==> src/rtl/irq_route_pkg.sv <==
package irq_route_pkg;
  localparam int PRIO_W  = 4;
  localparam int NUM_TGT = 2;
  localparam int ADDR_W  = 6;
  localparam int DATA_W  = 16;

  typedef logic [PRIO_W-1:0] prio_t;

  localparam logic [ADDR_W-1:0] ADR_THR0   = 6'h10;
  localparam logic [ADDR_W-1:0] ADR_THR1   = 6'h11;
  localparam logic [ADDR_W-1:0] ADR_SW_SET = 6'h12;
  localparam logic [ADDR_W-1:0] ADR_SW_CLR = 6'h13;
  localparam logic [ADDR_W-1:0] ADR_WIN0   = 6'h14;
  localparam logic [ADDR_W-1:0] ADR_WIN1   = 6'h15;

  localparam int CFG_TGT_BIT = 4;
  localparam int WIN_VLD_BIT = 8;
endpackage

==> src/rtl/irq_cfg_regs.sv <==
module irq_cfg_regs
  import irq_route_pkg::*;
#(
  parameter int NUM_SRC = 8
) (
  input  logic                             clk_i,
  input  logic                             rst_ni,
  input  logic                             we_i,
  input  logic [ADDR_W-1:0]                addr_i,
  input  logic [DATA_W-1:0]                wdata_i,
  output logic [NUM_SRC-1:0][PRIO_W-1:0]   prio_o,
  output logic [NUM_SRC-1:0]               tgt_o,
  output logic [NUM_TGT-1:0][PRIO_W-1:0]   thr_o,
  output logic [NUM_SRC-1:0]               sw_o
);
  logic unused_wdata;
  assign unused_wdata = ^wdata_i;

  for (genvar i = 0; i < NUM_SRC; i++) begin : g_src
    always_ff @(posedge clk_i or negedge rst_ni) begin
      if (!rst_ni) begin
        prio_o[i] <= '0;
        tgt_o[i]  <= 1'b0;
      end else if (we_i && addr_i == ADDR_W'(i)) begin
        prio_o[i] <= wdata_i[PRIO_W-1:0];
        tgt_o[i]  <= wdata_i[CFG_TGT_BIT];
      end
    end
  end

  for (genvar t = 0; t < NUM_TGT; t++) begin : g_thr
    always_ff @(posedge clk_i or negedge rst_ni) begin
      if (!rst_ni)                                  thr_o[t] <= '0;
      else if (we_i && addr_i == ADR_THR0 + ADDR_W'(t)) thr_o[t] <= wdata_i[PRIO_W-1:0];
    end
  end

  always_ff @(posedge clk_i or negedge rst_ni) begin
    if (!rst_ni)                             sw_o <= '0;
    else if (we_i && addr_i == ADR_SW_SET)   sw_o <= sw_o | wdata_i[NUM_SRC-1:0];
    else if (we_i && addr_i == ADR_SW_CLR)   sw_o <= sw_o & ~wdata_i[NUM_SRC-1:0];
  end

  // cleared bits are gone one edge after the clear write
  a_r8_sw_clear: assert property (@(posedge clk_i) disable iff (!rst_ni)
    (we_i && addr_i == ADR_SW_CLR) |=> ((sw_o & $past(wdata_i[NUM_SRC-1:0])) == '0));

  // set bits are present one edge after the set write
  a_r7_sw_set: assert property (@(posedge clk_i) disable iff (!rst_ni)
    (we_i && addr_i == ADR_SW_SET) |=> ((sw_o & $past(wdata_i[NUM_SRC-1:0])) == $past(wdata_i[NUM_SRC-1:0])));
endmodule

==> src/rtl/irq_tgt_arb.sv <==
module irq_tgt_arb
  import irq_route_pkg::*;
#(
  parameter int NUM_SRC = 8,
  parameter int TGT_ID  = 0,
  localparam int IDX_W  = (NUM_SRC > 1) ? $clog2(NUM_SRC) : 1
) (
  input  logic                           clk_i,
  input  logic                           rst_ni,
  input  logic [NUM_SRC-1:0]             req_i,
  input  logic [NUM_SRC-1:0][PRIO_W-1:0] prio_i,
  input  logic [NUM_SRC-1:0]             tgt_i,
  input  prio_t                          thr_i,
  output logic                           irq_o,
  output logic                           win_vld_o,
  output prio_t                          win_prio_o,
  output logic [IDX_W-1:0]               win_idx_o
);
  logic [NUM_SRC-1:0] elig;
  logic               best_vld;
  prio_t              best_prio;
  logic [IDX_W-1:0]   best_idx;

  for (genvar i = 0; i < NUM_SRC; i++) begin : g_elig
    assign elig[i] = req_i[i] && (tgt_i[i] == 1'(TGT_ID)) && (prio_i[i] > thr_i);
  end

  // ascending scan with strict compare keeps lowest index on ties
  always_comb begin
    best_vld  = 1'b0;
    best_prio = '0;
    best_idx  = '0;
    for (int i = 0; i < NUM_SRC; i++) begin
      if (elig[i] && (!best_vld || prio_i[i] > best_prio)) begin
        best_vld  = 1'b1;
        best_prio = prio_i[i];
        best_idx  = IDX_W'(i);
      end
    end
  end

  always_ff @(posedge clk_i or negedge rst_ni) begin
    if (!rst_ni) begin
      irq_o      <= 1'b0;
      win_vld_o  <= 1'b0;
      win_prio_o <= '0;
      win_idx_o  <= '0;
    end else begin
      irq_o      <= |elig;
      win_vld_o  <= best_vld;
      win_prio_o <= best_prio;
      win_idx_o  <= best_idx;
    end
  end

  a_r3_win_above_thr: assert property (@(posedge clk_i) disable iff (!rst_ni)
    win_vld_o |-> (win_prio_o > $past(thr_i)));

  a_r4_win_prio_nonzero: assert property (@(posedge clk_i) disable iff (!rst_ni)
    win_vld_o |-> (win_prio_o != '0));

  a_r6_idle_when_no_req: assert property (@(posedge clk_i) disable iff (!rst_ni)
    (req_i == '0) |=> !irq_o);
endmodule

==> src/rtl/irq_route_ctrl.sv <==
module irq_route_ctrl
  import irq_route_pkg::*;
#(
  parameter int NUM_SRC = 8
) (
  input  logic               clk_i,
  input  logic               rst_ni,
  input  logic [NUM_SRC-1:0] irq_src_i,
  input  logic               reg_we_i,
  input  logic [5:0]         reg_addr_i,
  input  logic [15:0]        reg_wdata_i,
  output logic [15:0]        reg_rdata_o,
  output logic               fiq_o,
  output logic               irq_o
);
  localparam int IDX_W = (NUM_SRC > 1) ? $clog2(NUM_SRC) : 1;

  logic [NUM_SRC-1:0][PRIO_W-1:0] prio_q;
  logic [NUM_SRC-1:0]             tgt_q;
  logic [NUM_TGT-1:0][PRIO_W-1:0] thr_q;
  logic [NUM_SRC-1:0]             sw_q;
  logic [NUM_SRC-1:0]             req_eff;

  logic [NUM_TGT-1:0]             tgt_out;
  logic [NUM_TGT-1:0]             win_vld;
  logic [NUM_TGT-1:0][PRIO_W-1:0] win_prio;
  logic [NUM_TGT-1:0][IDX_W-1:0]  win_idx;

  irq_cfg_regs #(.NUM_SRC(NUM_SRC)) i_cfg (
    .clk_i   (clk_i),
    .rst_ni  (rst_ni),
    .we_i    (reg_we_i),
    .addr_i  (reg_addr_i),
    .wdata_i (reg_wdata_i),
    .prio_o  (prio_q),
    .tgt_o   (tgt_q),
    .thr_o   (thr_q),
    .sw_o    (sw_q)
  );

  assign req_eff = irq_src_i | sw_q;

  for (genvar t = 0; t < NUM_TGT; t++) begin : g_tgt
    irq_tgt_arb #(.NUM_SRC(NUM_SRC), .TGT_ID(t)) i_arb (
      .clk_i      (clk_i),
      .rst_ni     (rst_ni),
      .req_i      (req_eff),
      .prio_i     (prio_q),
      .tgt_i      (tgt_q),
      .thr_i      (thr_q[t]),
      .irq_o      (tgt_out[t]),
      .win_vld_o  (win_vld[t]),
      .win_prio_o (win_prio[t]),
      .win_idx_o  (win_idx[t])
    );
  end

  assign fiq_o = tgt_out[0];
  assign irq_o = tgt_out[1];

  always_comb begin
    reg_rdata_o = '0;
    for (int i = 0; i < NUM_SRC; i++) begin
      if (reg_addr_i == ADDR_W'(i)) begin
        reg_rdata_o[PRIO_W-1:0]  = prio_q[i];
        reg_rdata_o[CFG_TGT_BIT] = tgt_q[i];
      end
    end
    case (reg_addr_i)
      ADR_THR0:   reg_rdata_o[PRIO_W-1:0] = thr_q[0];
      ADR_THR1:   reg_rdata_o[PRIO_W-1:0] = thr_q[1];
      ADR_SW_SET: reg_rdata_o[NUM_SRC-1:0] = sw_q;
      ADR_WIN0:   reg_rdata_o[WIN_VLD_BIT:0] = {win_vld[0], win_prio[0], 4'(win_idx[0])};
      ADR_WIN1:   reg_rdata_o[WIN_VLD_BIT:0] = {win_vld[1], win_prio[1], 4'(win_idx[1])};
      default: ;
    endcase
  end

  // a source belongs to one target, so the two winners never coincide
  a_r2_winners_distinct: assert property (@(posedge clk_i) disable iff (!rst_ni)
    (win_vld[0] && win_vld[1]) |-> (win_idx[0] != win_idx[1]));

  a_r5_out_matches_winner: assert property (@(posedge clk_i) disable iff (!rst_ni)
    (fiq_o == win_vld[0]) && (irq_o == win_vld[1]));
endmodule

==> config.mk <==
export PLATFORM = sky130hd
export DESIGN_NAME = irq_route_ctrl
export DESIGN_NICKNAME = d
export VERILOG_FILES = /design/src/rtl/irq_route_pkg.sv /design/src/rtl/irq_cfg_regs.sv /design/src/rtl/irq_tgt_arb.sv /design/src/rtl/irq_route_ctrl.sv
export SDC_FILE = /design/constraint.sdc
export NUM_CORES = 1
export LEC_CHECK = 0
export ABC_AREA = 1
export BUFFER_PORTS_ARGS = -buffer_cell sky130_fd_sc_hd__buf_2
export CORE_MARGIN = 5
export CORE_UTILIZATION = 45
export CTS_CLUSTER_DIAMETER = 120
export DETAILED_ROUTE_END_ITERATION = 8
export PLACE_DENSITY_LB_ADDON = 0.05
export SLEW_MARGIN = 20
export SYNTH_ARGS = -nofsm -noshare
export SYNTH_HDL_FRONTEND = slang
export SYNTH_HIERARCHICAL = 1
export SYNTH_SLANG_ARGS = --single-unit
==> constraint.sdc <==
create_clock -name clk_i -period 14.7 [get_ports clk_i]
set_clock_uncertainty 0.2 [all_clocks]
set_input_delay 0.735 -clock clk_i [delete_from_list [all_inputs] [get_ports clk_i]]
set_output_delay 0.735 -clock clk_i [all_outputs]
set_load 0.03 [all_outputs]
==> flow_metrics.env <==
export IMPL_leakagePower_nw=4.79
export IMPL_vias=7477
export IMPL_synth_area_leader_cell="dfrtp_1"
export IMPL_start_kind="flip-flop"
export IMPL_grt_pass1_wl_mm=38.1
export IMPL_cp_slowest_stage_delay_ns=0.41
export IMPL_arrival_ns=10.15
export IMPL_drtIter0Drc=299
export IMPL_synth_top_area_frac=0.231
export IMPL_wl_per_cell_um=16.4
export IMPL_die_area_um2=20600
export IMPL_cts_sinks=74
export IMPL_tightestPinTransition_ns=0.696
export IMPL_ys_async_sr_fraction=1.00
export IMPL_cts_made_buffers=9
export IMPL_worst_slack_ns=4.57
export IMPL_ctsHoldBuffers=0
export IMPL_htreeDepth=3
export IMPL_firstDrtPassIters=5
export IMPL_path_max_fanout=11
export IMPL_ir_worst_vdd_mv=0.0908
export IMPL_via_per_inst=5.16
export IMPL_grt_util_all_layers=0.240
export IMPL_holdCritPathClass="in -> async"
export IMPL_die_y_um=144
export IMPL_reg2reg_slack_ns=4.57
export IMPL_ys_ff_latch=74
export IMPL_clock_latency_ns=0.34
export IMPL_synth_area_um2=8020
export IMPL_clockRootBuffer="clkbuf_16"
export IMPL_synth_area_leaders="dfrtp_1 (23%), ha_1 (19%), nand2_1 (19%)"
export IMPL_path_clk_slew_ns=0.07
export IMPL_die_width_um=144
export IMPL_setup_tns_ns=0
export IMPL_antenna_found_initial=0
export IMPL_power_total_mw=1.10
export IMPL_cap_violations=0
export IMPL_dp_slack_ns=4.58
export IMPL_clockBufferDepth=2
export IMPL_power_density_nw_per_um2=127
export IMPL_diodes=0
export IMPL_avgSynthCellArea_um2=6.77
export IMPL_rsz0062_at_grt="no"
export IMPL_drtAntennaViolNets=0
export IMPL_post_synth_top_count_cell="nand2_1"
export IMPL_finalCriticalPeriod_ns=10.13
export IMPL_status="finished, final reports clean"
export IMPL_initial_utilization=0.460
export IMPL_yosysWarnings=6
export IMPL_ys_seq_area_frac=0.231
export IMPL_period_share=0.689
export IMPL_max_freq_ghz=0.0987
export IMPL_setup_violations=0
export IMPL_drive_gt1_frac=0.114
export IMPL_synth_common_cells="nand2_1 (396), inv_1 (143), ha_1 (120), nand3_1 (110), dfrtp_1 (74)"
export IMPL_cts_tree="done"
export IMPL_yosys_cell_types_count=44
export IMPL_post_cts_setup_buffer_count=0
export IMPL_cts_resized_gates=0
export IMPL_syn_instance_count=1185
export IMPL_grt_ovfl_total=0
export IMPL_grt_pass1_vias=7076
export IMPL_rows=48
export IMPL_relSlewSlack=0.535
export IMPL_coreArea_um2=17400
export IMPL_path_common_cell="nand2_1"
export IMPL_crit_slowest_cell="dfrtp_1"
export IMPL_drv_slew=0
export IMPL_hold_viol=0
export IMPL_io_pin_count=51
export IMPL_drc=0
export IMPL_io_buffers=35
export IMPL_cp_required_ns=14.73
export IMPL_grt_max_degree=75
export IMPL_drt_total_wl_mm=23.7
export IMPL_end_kind="flip-flop"
export IMPL_synth_edff_count=0
export IMPL_ys_flop_type="dfrtp_1"
export IMPL_fin_nets=1372
export IMPL_hpwl_mm=18.7
export IMPL_syn2layout_area_growth_pct=8.36
export IMPL_crit_type="reg -> reg"
export IMPL_gp_congestion=0.967
per-layer routing:
metal | vias to the layer above | GRT usage | wire length [µm]
li1 | 3905 | - | -
met1 | 3398 | 0.342 | 11400
met2 | 151 | 0.387 | 10700
met3 | 23 | 0.0303 | 1150
met4 | 0 | 0.0585 | 437
met5 | - | 0 | 0
cell usage in the layout (no fill, tap or decap), types with 30 or more instances in the layout:
cell	count
nor2_1	55
nand4_1	34
nand2_1	396
buf_2	34
a21oi_1	47
o21ai_0	30
nand3_1	110
ha_1	120
inv_1	143
dfrtp_1	74
worst max-delay path, delay by kind of cell (launching register included):
| family | cells | cell delay [ns] |
|---|---|---|
| buffers and inverters | 11 | 1.34 |
| and+or+nand+nor | 43 | 4.48 |
| adders and majority gates | 8 | 2.17 |
| DFF | 1 | 0.41 |
| AOI/OAI and AO/OA | 14 | 1.41 |
kinds of logic (layout without fill, tap and decap cells):
logic type,after synthesis,count (layout),share of synthesized area
DFF,74,74,0.231
and+or+nand+nor,698,698,0.409
buffers and inverters,180,213,0.0941
AOI/OAI and AO/OA,112,112,0.0786
adders and majority gates,120,120,0.187
other,1,7,0.000468
report_power, final:
group	leakage, nW	total, mW	internal (mW)	switching, mW
sequential	0.979	0.298	0.243	0.0555
clock	0.145	0.231	0.135	0.0963
combinational	3.67	0.575	0.222	0.352
total	4.79	1.10	0.600	0.504
per-stage QoR:
step	cell area, µm²	cells	utilization	hold WS, ns
finish	8690	1449	0.499	0.0819
detailed placement	8360	1432	0.480	0.304
global route	8690	1449	0.499	0.0936
global placement	8360	1432	0.480	0.290
CTS	8660	1448	0.497	0.321
floorplan	8040	1191	-	0.239
cell type report:
class / count / area, µm²
clock buffer: 9 / 225
clock inverter: 7 / 82.6
fill: 1892 / 8730
inverter: 160 / 601
multi-input combinational: 937 / 5440
sequential: 74 / 1850
tap: 225 / 282
timing repair buffer: 37 / 213
path summary, 6_finish.rpt:
kind,startpoint,to,cells after the start
max,i_cfg/thr_o[1]$_DFFE_PN0P_,g_tgt[0].i_arb/win_prio_o[3]$_DFF_PN0_,76
min,rst_ni,i_cfg/prio_o[2]$_DFFE_PN0P_,1
min in group clk_i,i_cfg/thr_o[5]$_DFFE_PN0P_,i_cfg/thr_o[5]$_DFFE_PN0P_,2
max reg2reg,i_cfg/thr_o[1]$_DFFE_PN0P_,g_tgt[0].i_arb/win_prio_o[3]$_DFF_PN0_,76
min reg2reg,i_cfg/thr_o[5]$_DFFE_PN0P_,i_cfg/thr_o[5]$_DFFE_PN0P_,2
max in group asynchronous,rst_ni,g_tgt[1].i_arb/irq_o$_DFF_PN0_,2
Power figures use the tool's default switching activity.
